File: src/rtl/tape_cmd_pkg.sv
// Shared layout and types for the tape command register.
// Assumes the 16-bit field positions are fixed because software decodes them.
package tape_cmd_pkg;
    localparam int GO_BIT   = 0;
    localparam int FN_LO    = 1;
    localparam int FN_W     = 3;
    localparam int XA_LO    = 4;
    localparam int XA_W     = 2;
    localparam int IE_BIT   = 6;
    localparam int RDY_BIT  = 7;
    localparam int UNIT_LO  = 8;
    localparam int UNIT_W   = 2;
    localparam int FMT_BIT  = 10;
    localparam int PCLR_BIT = 12;
    localparam int ERR_BIT  = 15;
    localparam int REG_W    = 16;

    typedef enum logic [FN_W-1:0] {
        FN_OFFLINE = 3'd0,
        FN_READ    = 3'd1,
        FN_WRITE   = 3'd2,
        FN_WEOF    = 3'd3,
        FN_SPFWD   = 3'd4,
        FN_SPREV   = 3'd5,
        FN_WXGAP   = 3'd6,
        FN_REWIND  = 3'd7
    } tape_fn_e;

    typedef struct packed {
        logic              fmt;
        logic [UNIT_W-1:0] unit;
        logic              ie;
        logic [XA_W-1:0]   xaddr;
        tape_fn_e          fn;
    } cmd_fields_t;
endpackage

File: src/rtl/tape_cmd_decode.sv
// Splits a register write into fields and strobes.
// Assumes wr_data is valid whenever wr_en is high, and that ready and ie_cur
// are the current register values.
module tape_cmd_decode
    import tape_cmd_pkg::*;
(
    input  logic             wr_en,
    input  logic [REG_W-1:0] wr_data,
    input  logic             ready,
    input  logic             ie_cur,
    output cmd_fields_t      fields,
    output logic             field_we,
    output logic             ie_we,
    output logic             go_req,
    output logic             pclr_req,
    output logic             ie_arm_req
);
    // Extract the fields and derive the strobes for this write.
    always_comb begin
        fields.fmt   = wr_data[FMT_BIT];
        fields.unit  = wr_data[UNIT_LO +: UNIT_W];
        fields.ie    = wr_data[IE_BIT];
        fields.xaddr = wr_data[XA_LO +: XA_W];
        fields.fn    = tape_fn_e'(wr_data[FN_LO +: FN_W]);
        pclr_req     = wr_en & wr_data[PCLR_BIT];
        ie_we        = wr_en & ~wr_data[PCLR_BIT];
        field_we     = ie_we & ready;
        go_req       = field_we & wr_data[GO_BIT];
        ie_arm_req   = ie_we & ~wr_data[GO_BIT] & wr_data[IE_BIT] & ~ie_cur;
    end
endmodule

File: src/rtl/tape_cmd_regs.sv
// Holds the command fields, the ready and error flags, and the start and
// unit-reset pulses. Assumes op_done arrives only while an operation runs.
module tape_cmd_regs
    import tape_cmd_pkg::*;
#(
    parameter int ERR_W = 9
) (
    input  logic             clk,
    input  logic             rst_n,
    input  logic             clr,
    input  cmd_fields_t      fields,
    input  logic             field_we,
    input  logic             ie_we,
    input  logic             go_req,
    input  logic             pclr_req,
    input  logic             op_done,
    input  logic [ERR_W-1:0] stat_err,
    output cmd_fields_t      cur,
    output logic             ready_q,
    output logic             err_q,
    output logic             start_q,
    output logic             unit_rst_q
);
    // Command fields: all of them are writable when ready, only the enable when busy.
    always_ff @(posedge clk) begin
        if (!rst_n || clr) begin
            cur <= '0;
        end else if (field_we) begin
            cur <= fields;
        end else if (ie_we) begin
            cur.ie <= fields.ie;
        end
    end

    // Ready, error and start sequencing.
    always_ff @(posedge clk) begin
        if (!rst_n || clr) begin
            ready_q <= 1'b1;
            err_q   <= 1'b0;
            start_q <= 1'b0;
        end else begin
            start_q <= go_req;
            if (go_req) begin
                ready_q <= 1'b0;
            end else if (op_done) begin
                ready_q <= 1'b1;
            end
            err_q <= go_req ? 1'b0 : (err_q | (|stat_err));
        end
    end

    // Power-clear pulse to the units.
    always_ff @(posedge clk) begin
        if (!rst_n) begin
            unit_rst_q <= 1'b0;
        end else begin
            unit_rst_q <= pclr_req;
        end
    end


    start_not_ready_chk: assert property (@(posedge clk) disable iff (!rst_n)
        start_q |-> !ready_q);

    ready_rise_cause_chk: assert property (@(posedge clk) disable iff (!rst_n)
        $rose(ready_q) |-> $past(op_done || clr));

    start_err_clear_chk: assert property (@(posedge clk) disable iff (!rst_n)
        start_q |-> !err_q);

    unit_rst_idle_chk: assert property (@(posedge clk) disable iff (!rst_n)
        unit_rst_q |-> (ready_q && !start_q));
endmodule

File: src/rtl/tape_irq_gen.sv
// Single pending interrupt request, built from level edges, unit pulses and
// the armed-enable write. Assumes ready and err are register outputs.
module tape_irq_gen #(
    parameter int NUM_UNITS = 4
) (
    input  logic                 clk,
    input  logic                 rst_n,
    input  logic                 clr,
    input  logic                 ie,
    input  logic                 ready,
    input  logic                 err,
    input  logic [NUM_UNITS-1:0] bot_hit,
    input  logic                 ie_arm_req,
    input  logic                 ack,
    output logic                 irq_q
);
    logic rdy_prev;
    logic err_prev;
    logic evt;

    // Delayed copies used to detect rising edges.
    always_ff @(posedge clk) begin
        if (!rst_n || clr) begin
            rdy_prev <= 1'b1;
            err_prev <= 1'b0;
        end else begin
            rdy_prev <= ready;
            err_prev <= err;
        end
    end

    // Combine every interrupt cause.
    always_comb begin
        evt = (ie & ((ready & ~rdy_prev) | (err & ~err_prev) | (|bot_hit)))
            | (ie_arm_req & (ready | err));
    end

    // Request flag: set by an event, held until acknowledged.
    always_ff @(posedge clk) begin
        if (!rst_n || clr) begin
            irq_q <= 1'b0;
        end else if (evt) begin
            irq_q <= 1'b1;
        end else if (ack) begin
            irq_q <= 1'b0;
        end
    end


    irq_needs_ie_chk: assert property (@(posedge clk) disable iff (!rst_n)
        $rose(irq_q) |-> ie);

    irq_hold_chk: assert property (@(posedge clk) disable iff (!rst_n)
        $fell(irq_q) |-> $past(ack || clr));
endmodule

File: src/rtl/tape_cmd_ctl.sv
// Top of the tape command register: decode, register state, interrupt, and
// the assembly of the read value. Assumes one write per cycle at most.
module tape_cmd_ctl
    import tape_cmd_pkg::*;
#(
    parameter int NUM_UNITS = 4,
    parameter int ERR_W     = 9
) (
    input  logic                 clk,
    input  logic                 rst_n,
    input  logic                 init,
    input  logic                 wr_en,
    input  logic [15:0]          wr_data,
    output logic [15:0]          rd_data,
    input  logic                 op_done,
    input  logic [ERR_W-1:0]     stat_err,
    input  logic [NUM_UNITS-1:0] bot_hit,
    input  logic                 irq_ack,
    output logic                 start,
    output logic [2:0]           start_func,
    output logic [1:0]           start_unit,
    output logic                 start_fmt,
    output logic                 unit_reset,
    output logic                 irq_req
);
    cmd_fields_t fields;
    cmd_fields_t cur;
    logic field_we, ie_we, go_req, pclr_req, ie_arm_req;
    logic ready_q, err_q, clr;

    assign clr = init | pclr_req;

    tape_cmd_decode u_dec (
        .wr_en      (wr_en),
        .wr_data    (wr_data),
        .ready      (ready_q),
        .ie_cur     (cur.ie),
        .fields     (fields),
        .field_we   (field_we),
        .ie_we      (ie_we),
        .go_req     (go_req),
        .pclr_req   (pclr_req),
        .ie_arm_req (ie_arm_req)
    );

    tape_cmd_regs #(.ERR_W(ERR_W)) u_regs (
        .clk        (clk),
        .rst_n      (rst_n),
        .clr        (clr),
        .fields     (fields),
        .field_we   (field_we),
        .ie_we      (ie_we),
        .go_req     (go_req),
        .pclr_req   (pclr_req),
        .op_done    (op_done),
        .stat_err   (stat_err),
        .cur        (cur),
        .ready_q    (ready_q),
        .err_q      (err_q),
        .start_q    (start),
        .unit_rst_q (unit_reset)
    );

    tape_irq_gen #(.NUM_UNITS(NUM_UNITS)) u_irq (
        .clk        (clk),
        .rst_n      (rst_n),
        .clr        (clr),
        .ie         (cur.ie),
        .ready      (ready_q),
        .err        (err_q),
        .bot_hit    (bot_hit),
        .ie_arm_req (ie_arm_req),
        .ack        (irq_ack),
        .irq_q      (irq_req)
    );

    // Start attributes come from the stored fields.
    assign start_func = cur.fn;
    assign start_unit = cur.unit;
    assign start_fmt  = cur.fmt;

    // Assemble the read value. GO and power clear are not stored.
    always_comb begin
        rd_data                      = '0;
        rd_data[ERR_BIT]             = err_q;
        rd_data[FMT_BIT]             = cur.fmt;
        rd_data[UNIT_LO +: UNIT_W]   = cur.unit;
        rd_data[RDY_BIT]             = ready_q;
        rd_data[IE_BIT]              = cur.ie;
        rd_data[XA_LO +: XA_W]       = cur.xaddr;
        rd_data[FN_LO +: FN_W]       = cur.fn;
    end


    busy_go_ignored_chk: assert property (@(posedge clk) disable iff (!rst_n)
        (wr_en && wr_data[GO_BIT] && !ready_q && !wr_data[PCLR_BIT]) |=> !start);
endmodule

File: config.mk
export PLATFORM = sky130hd
export DESIGN_NAME = tape_cmd_ctl
export DESIGN_NICKNAME = d
export VERILOG_FILES = /design/src/rtl/tape_cmd_pkg.sv /design/src/rtl/tape_cmd_decode.sv /design/src/rtl/tape_cmd_regs.sv /design/src/rtl/tape_irq_gen.sv /design/src/rtl/tape_cmd_ctl.sv
export SDC_FILE = /design/constraint.sdc
export NUM_CORES = 1
export LEC_CHECK = 0
export ABC_AREA = 1
export BUFFER_PORTS_ARGS = -buffer_cell sky130_fd_sc_hd__buf_4
export CAP_MARGIN = 20
export CORE_ASPECT_RATIO = 1.4
export CORE_MARGIN = 2
export CORE_UTILIZATION = 30
export CTS_CLUSTER_DIAMETER = 60
export DETAILED_ROUTE_END_ITERATION = 8
export GPL_ROUTABILITY_DRIVEN = 0
export PLACE_DENSITY_LB_ADDON = 0.2
export SLEW_MARGIN = 10
export SYNTH_ARGS = -nofsm -noshare
export SYNTH_HDL_FRONTEND = slang
export SYNTH_HIERARCHICAL = 1
export SYNTH_SLANG_ARGS = --single-unit
export TNS_END_PERCENT = 10
File: constraint.sdc
create_clock -name clk -period 1.45 [get_ports clk]
set_input_delay 0.145 -clock clk [delete_from_list [all_inputs] [get_ports clk]]
set_output_delay 0.145 -clock clk [all_outputs]
set_load 0.01 [all_outputs]
==> summary.md <==
| Metric | Value |
|---|---|
| Period minus WS final | between 1 and 1.5 ns |
| Worst hold path type | in2reg |
| Critical Path RT | between 1.5 and 2 ns |
| Worst setup margin | 0.379 ns |
| Largest net degree at the start of global routing | 10 |
| Die area | between 3000 and 4000 sq um |
| Fin area | about 1200 sq um |
| Place WS | between 0.3 and 0.4 ns |
| First-pass GRT wire length | roughly 2700 um |
| GR Overflow Total | 0 |
| Longest Clk Path Bufs | 2 |
| Worst Path Buf+Inv | 2 |
| CTS buffer count | 3 |
| Max-cap viol count | 0 |
| Number of DRC markers in iteration 0 | 8 |
| Clock Sink Count | 16 |
| Crit path launch type | register |
| Syn Area/Cell | approximately 7.2 sq um |
| Vias in the first global route | around 730 |
| Slew Limit Fails | 0 |
| Synth Register Bits | 16 |
| Layout Area Growth over Synthesis | 35.4% |
| Setup bufs post-CTS | 0 |
| Root Buffer | clkbuf_8 |
| Wirelength per Cell | approximately 9.1 um |
| CP arrival | 1.25 ns |
| Layout Nets | around 190 |
| Netlist cell types | 18 |
| Setup TNS after final layout | 0 ns |
| Worst-path clk slew | 0.06 ns |
| Commonest non-fill, non-tap cell in the layout | buf_4 |
| Final Cycle Share | 73.8% |
| Synth warn | 6 |
| WS Path Type | reg2reg |
| Most frequent cells in the layout | 50 x buf_4, 29 x nand2_1, 18 x inv_1 |
| Die height | 68.5 um |
| Delay-heaviest family, CP | flip-flops |
| RSZ-0062 raised after global routing | false |
| Post-DP HPWL | about 1500 um |
| Clk_lat worst skew | roughly 0.24 ns |
| Slowest stage delay, CP | 0.39 ns |
| Ratio of cells with drive above 1 in the final layout | between 40% and 50% |
| Resize count post-CTS | 0 |
| Placed Area | 1150 sq um |
| FILL cells | 304 |
| Vias/cell | approximately 4.0 |
| H-tree levels | 1 |
| Cts hold-fix bufs | 0 |
| Num ports | 60 |
| FP Rows | 23 |
| Port Buf Inserts | between 40 and 50 |
| CP max FO | 8 |
| P_leak | 0.607 nW |
| Setup violators final | 0 |
| Final hold vios | 0 |
| Post-Synthesis Cells | approximately 120 |
| Fmax | just over 0.9 GHz |
| # diodes | 0 |
| Max IR drop VDD | 0.495 mV |
| Vias post-DR | about 790 |
| Routed Antenna Nets | 0 |
| Initial antenna violation count | 0 |
| Core area | between 2000 and 3000 sq um |
| Critical path, cell by cell | nand3_1, inv_1, buf_4, nand2_1, a21oi_2 |
| Die width | roughly 50 um |
| Reg2Reg Setup Slack | around 0.38 ns |
| CTS tree | built |
| Fin Clk Skew | 0.000785 ns |
| # DRC | 0 |
| Status | complete, no violations |
| Routed wire length | around 1800 um |
| Power density over the cells | 830 nW/um^2 |
| CP Capture Type | register |
| CP max-delay cell | dfxtp_1 |
| DR pass1 iterations | 4 |
| Total GRT Usage | around a tenth |
| Initial Util | between 30% and 40% |
| Cell area after synthesis | 891 sq um |
| Register area share after synthesis | approximately 36% |
final timing paths:
check	endpoint	depth (start not counted)	start
worst min-delay path	u_regs/unit_rst_q$_SDFF_PN0_	3	rst_n
worst min register to register	u_regs/cur[3]$_SDFFE_PP0P_	2	u_regs/cur[3]$_SDFFE_PP0P_
worst max-delay path	u_regs/cur[4]$_SDFFE_PP0P_	5	u_regs/ready_q$_SDFFE_PP1P_
worst max register to register	u_regs/cur[4]$_SDFFE_PP0P_	5	u_regs/ready_q$_SDFFE_PP1P_
state kept, by name, summed over array words and instances, names as in the netlist:
register and count:
u_regs/err_q 1, u_irq/err_prev 1, u_regs/ready_q 1, u_regs/cur 9, u_regs/start_q 1, u_irq/rdy_prev 1, u_irq/irq_q 1, u_regs/unit_rst_q 1
where the power goes:
part,internal [mW],total [mW],switching (mW)
clock,0.240,0.383,0.143
sequential,0.449,0.456,0.00687
combinational,0.0856,0.161,0.0756
total,0.775,1.00,0.225
tightest hold or removal path, stage by stage:
cell and delay [ns]:
buf_4 0.09, nand2_1 0.04, inv_1 0.04
logic make-up after synthesis:
logic type,Yosys count,share of synthesized area (%)
AOI/OAI and AO/OA,13,12.4
buffers and inverters,43,28.5
DFF,16,36.0
other,1,0.421
and+or+nand+nor,50,22.8
synthesized netlist by cell type:
library cell  number  area, sq um
a21oi_2            9         78.8
a22oi_2            1         12.5
buf_4             22          165
buf_6              1         11.3
conb_1             1         3.75
dfxtp_1           16          320
inv_1             18         67.6
inv_2              1         3.75
inv_4              1         6.26
nand2_1           29          109
nand3_1            3         15.0
nor2_1            15         56.3
nor2_2             1         6.26
nor2_4             1         11.3
nor3_1             1         5.00
o21ai_0            1         5.00
o21ai_1            1         5.00
o21ai_2            1         8.76
stage by stage:
step	power, mW	hold WS (ns)	utilization [%]	std cells
after floorplan	0.571	0.238	-	127
after global placement	0.626	0.349	40.4	191
after detailed placement	0.628	0.359	40.4	191
after CTS	1.02	0.105	42.3	195
after global routing	1.06	0.106	42.3	195
final	1.00	0.106	42.3	195
layout make-up:
| type | instances | area (sq um) | share of cell area (%) |
|---|---|---|---|
| clock buffer | 4 | 55.1 | 4.56 |
| inverter | 20 | 77.6 | 6.43 |
| multi-input combinational | 68 | 332 | 27.5 |
| sequential | 16 | 320 | 26.6 |
| tap | 37 | 46.3 | 3.84 |
| timing repair buffer | 50 | 375 | 31.1 |
per-layer routing:
| metal | vias up | wire length [um] | share of wire (%) | global-route usage (%) |
|---|---|---|---|---|
| met3 | 0 | 135 | 7.6 | 1.97 |
| met1 | 345 | 701 | 40 | 10.1 |
| met4 | 0 | 0 | 0 | 3.82 |
| li1 | 407 | - | - | - |
| met5 | - | 0 | 0 | 0 |
| met2 | 37 | 930 | 53 | 20.7 |
(Power assumes the default switching activity.)
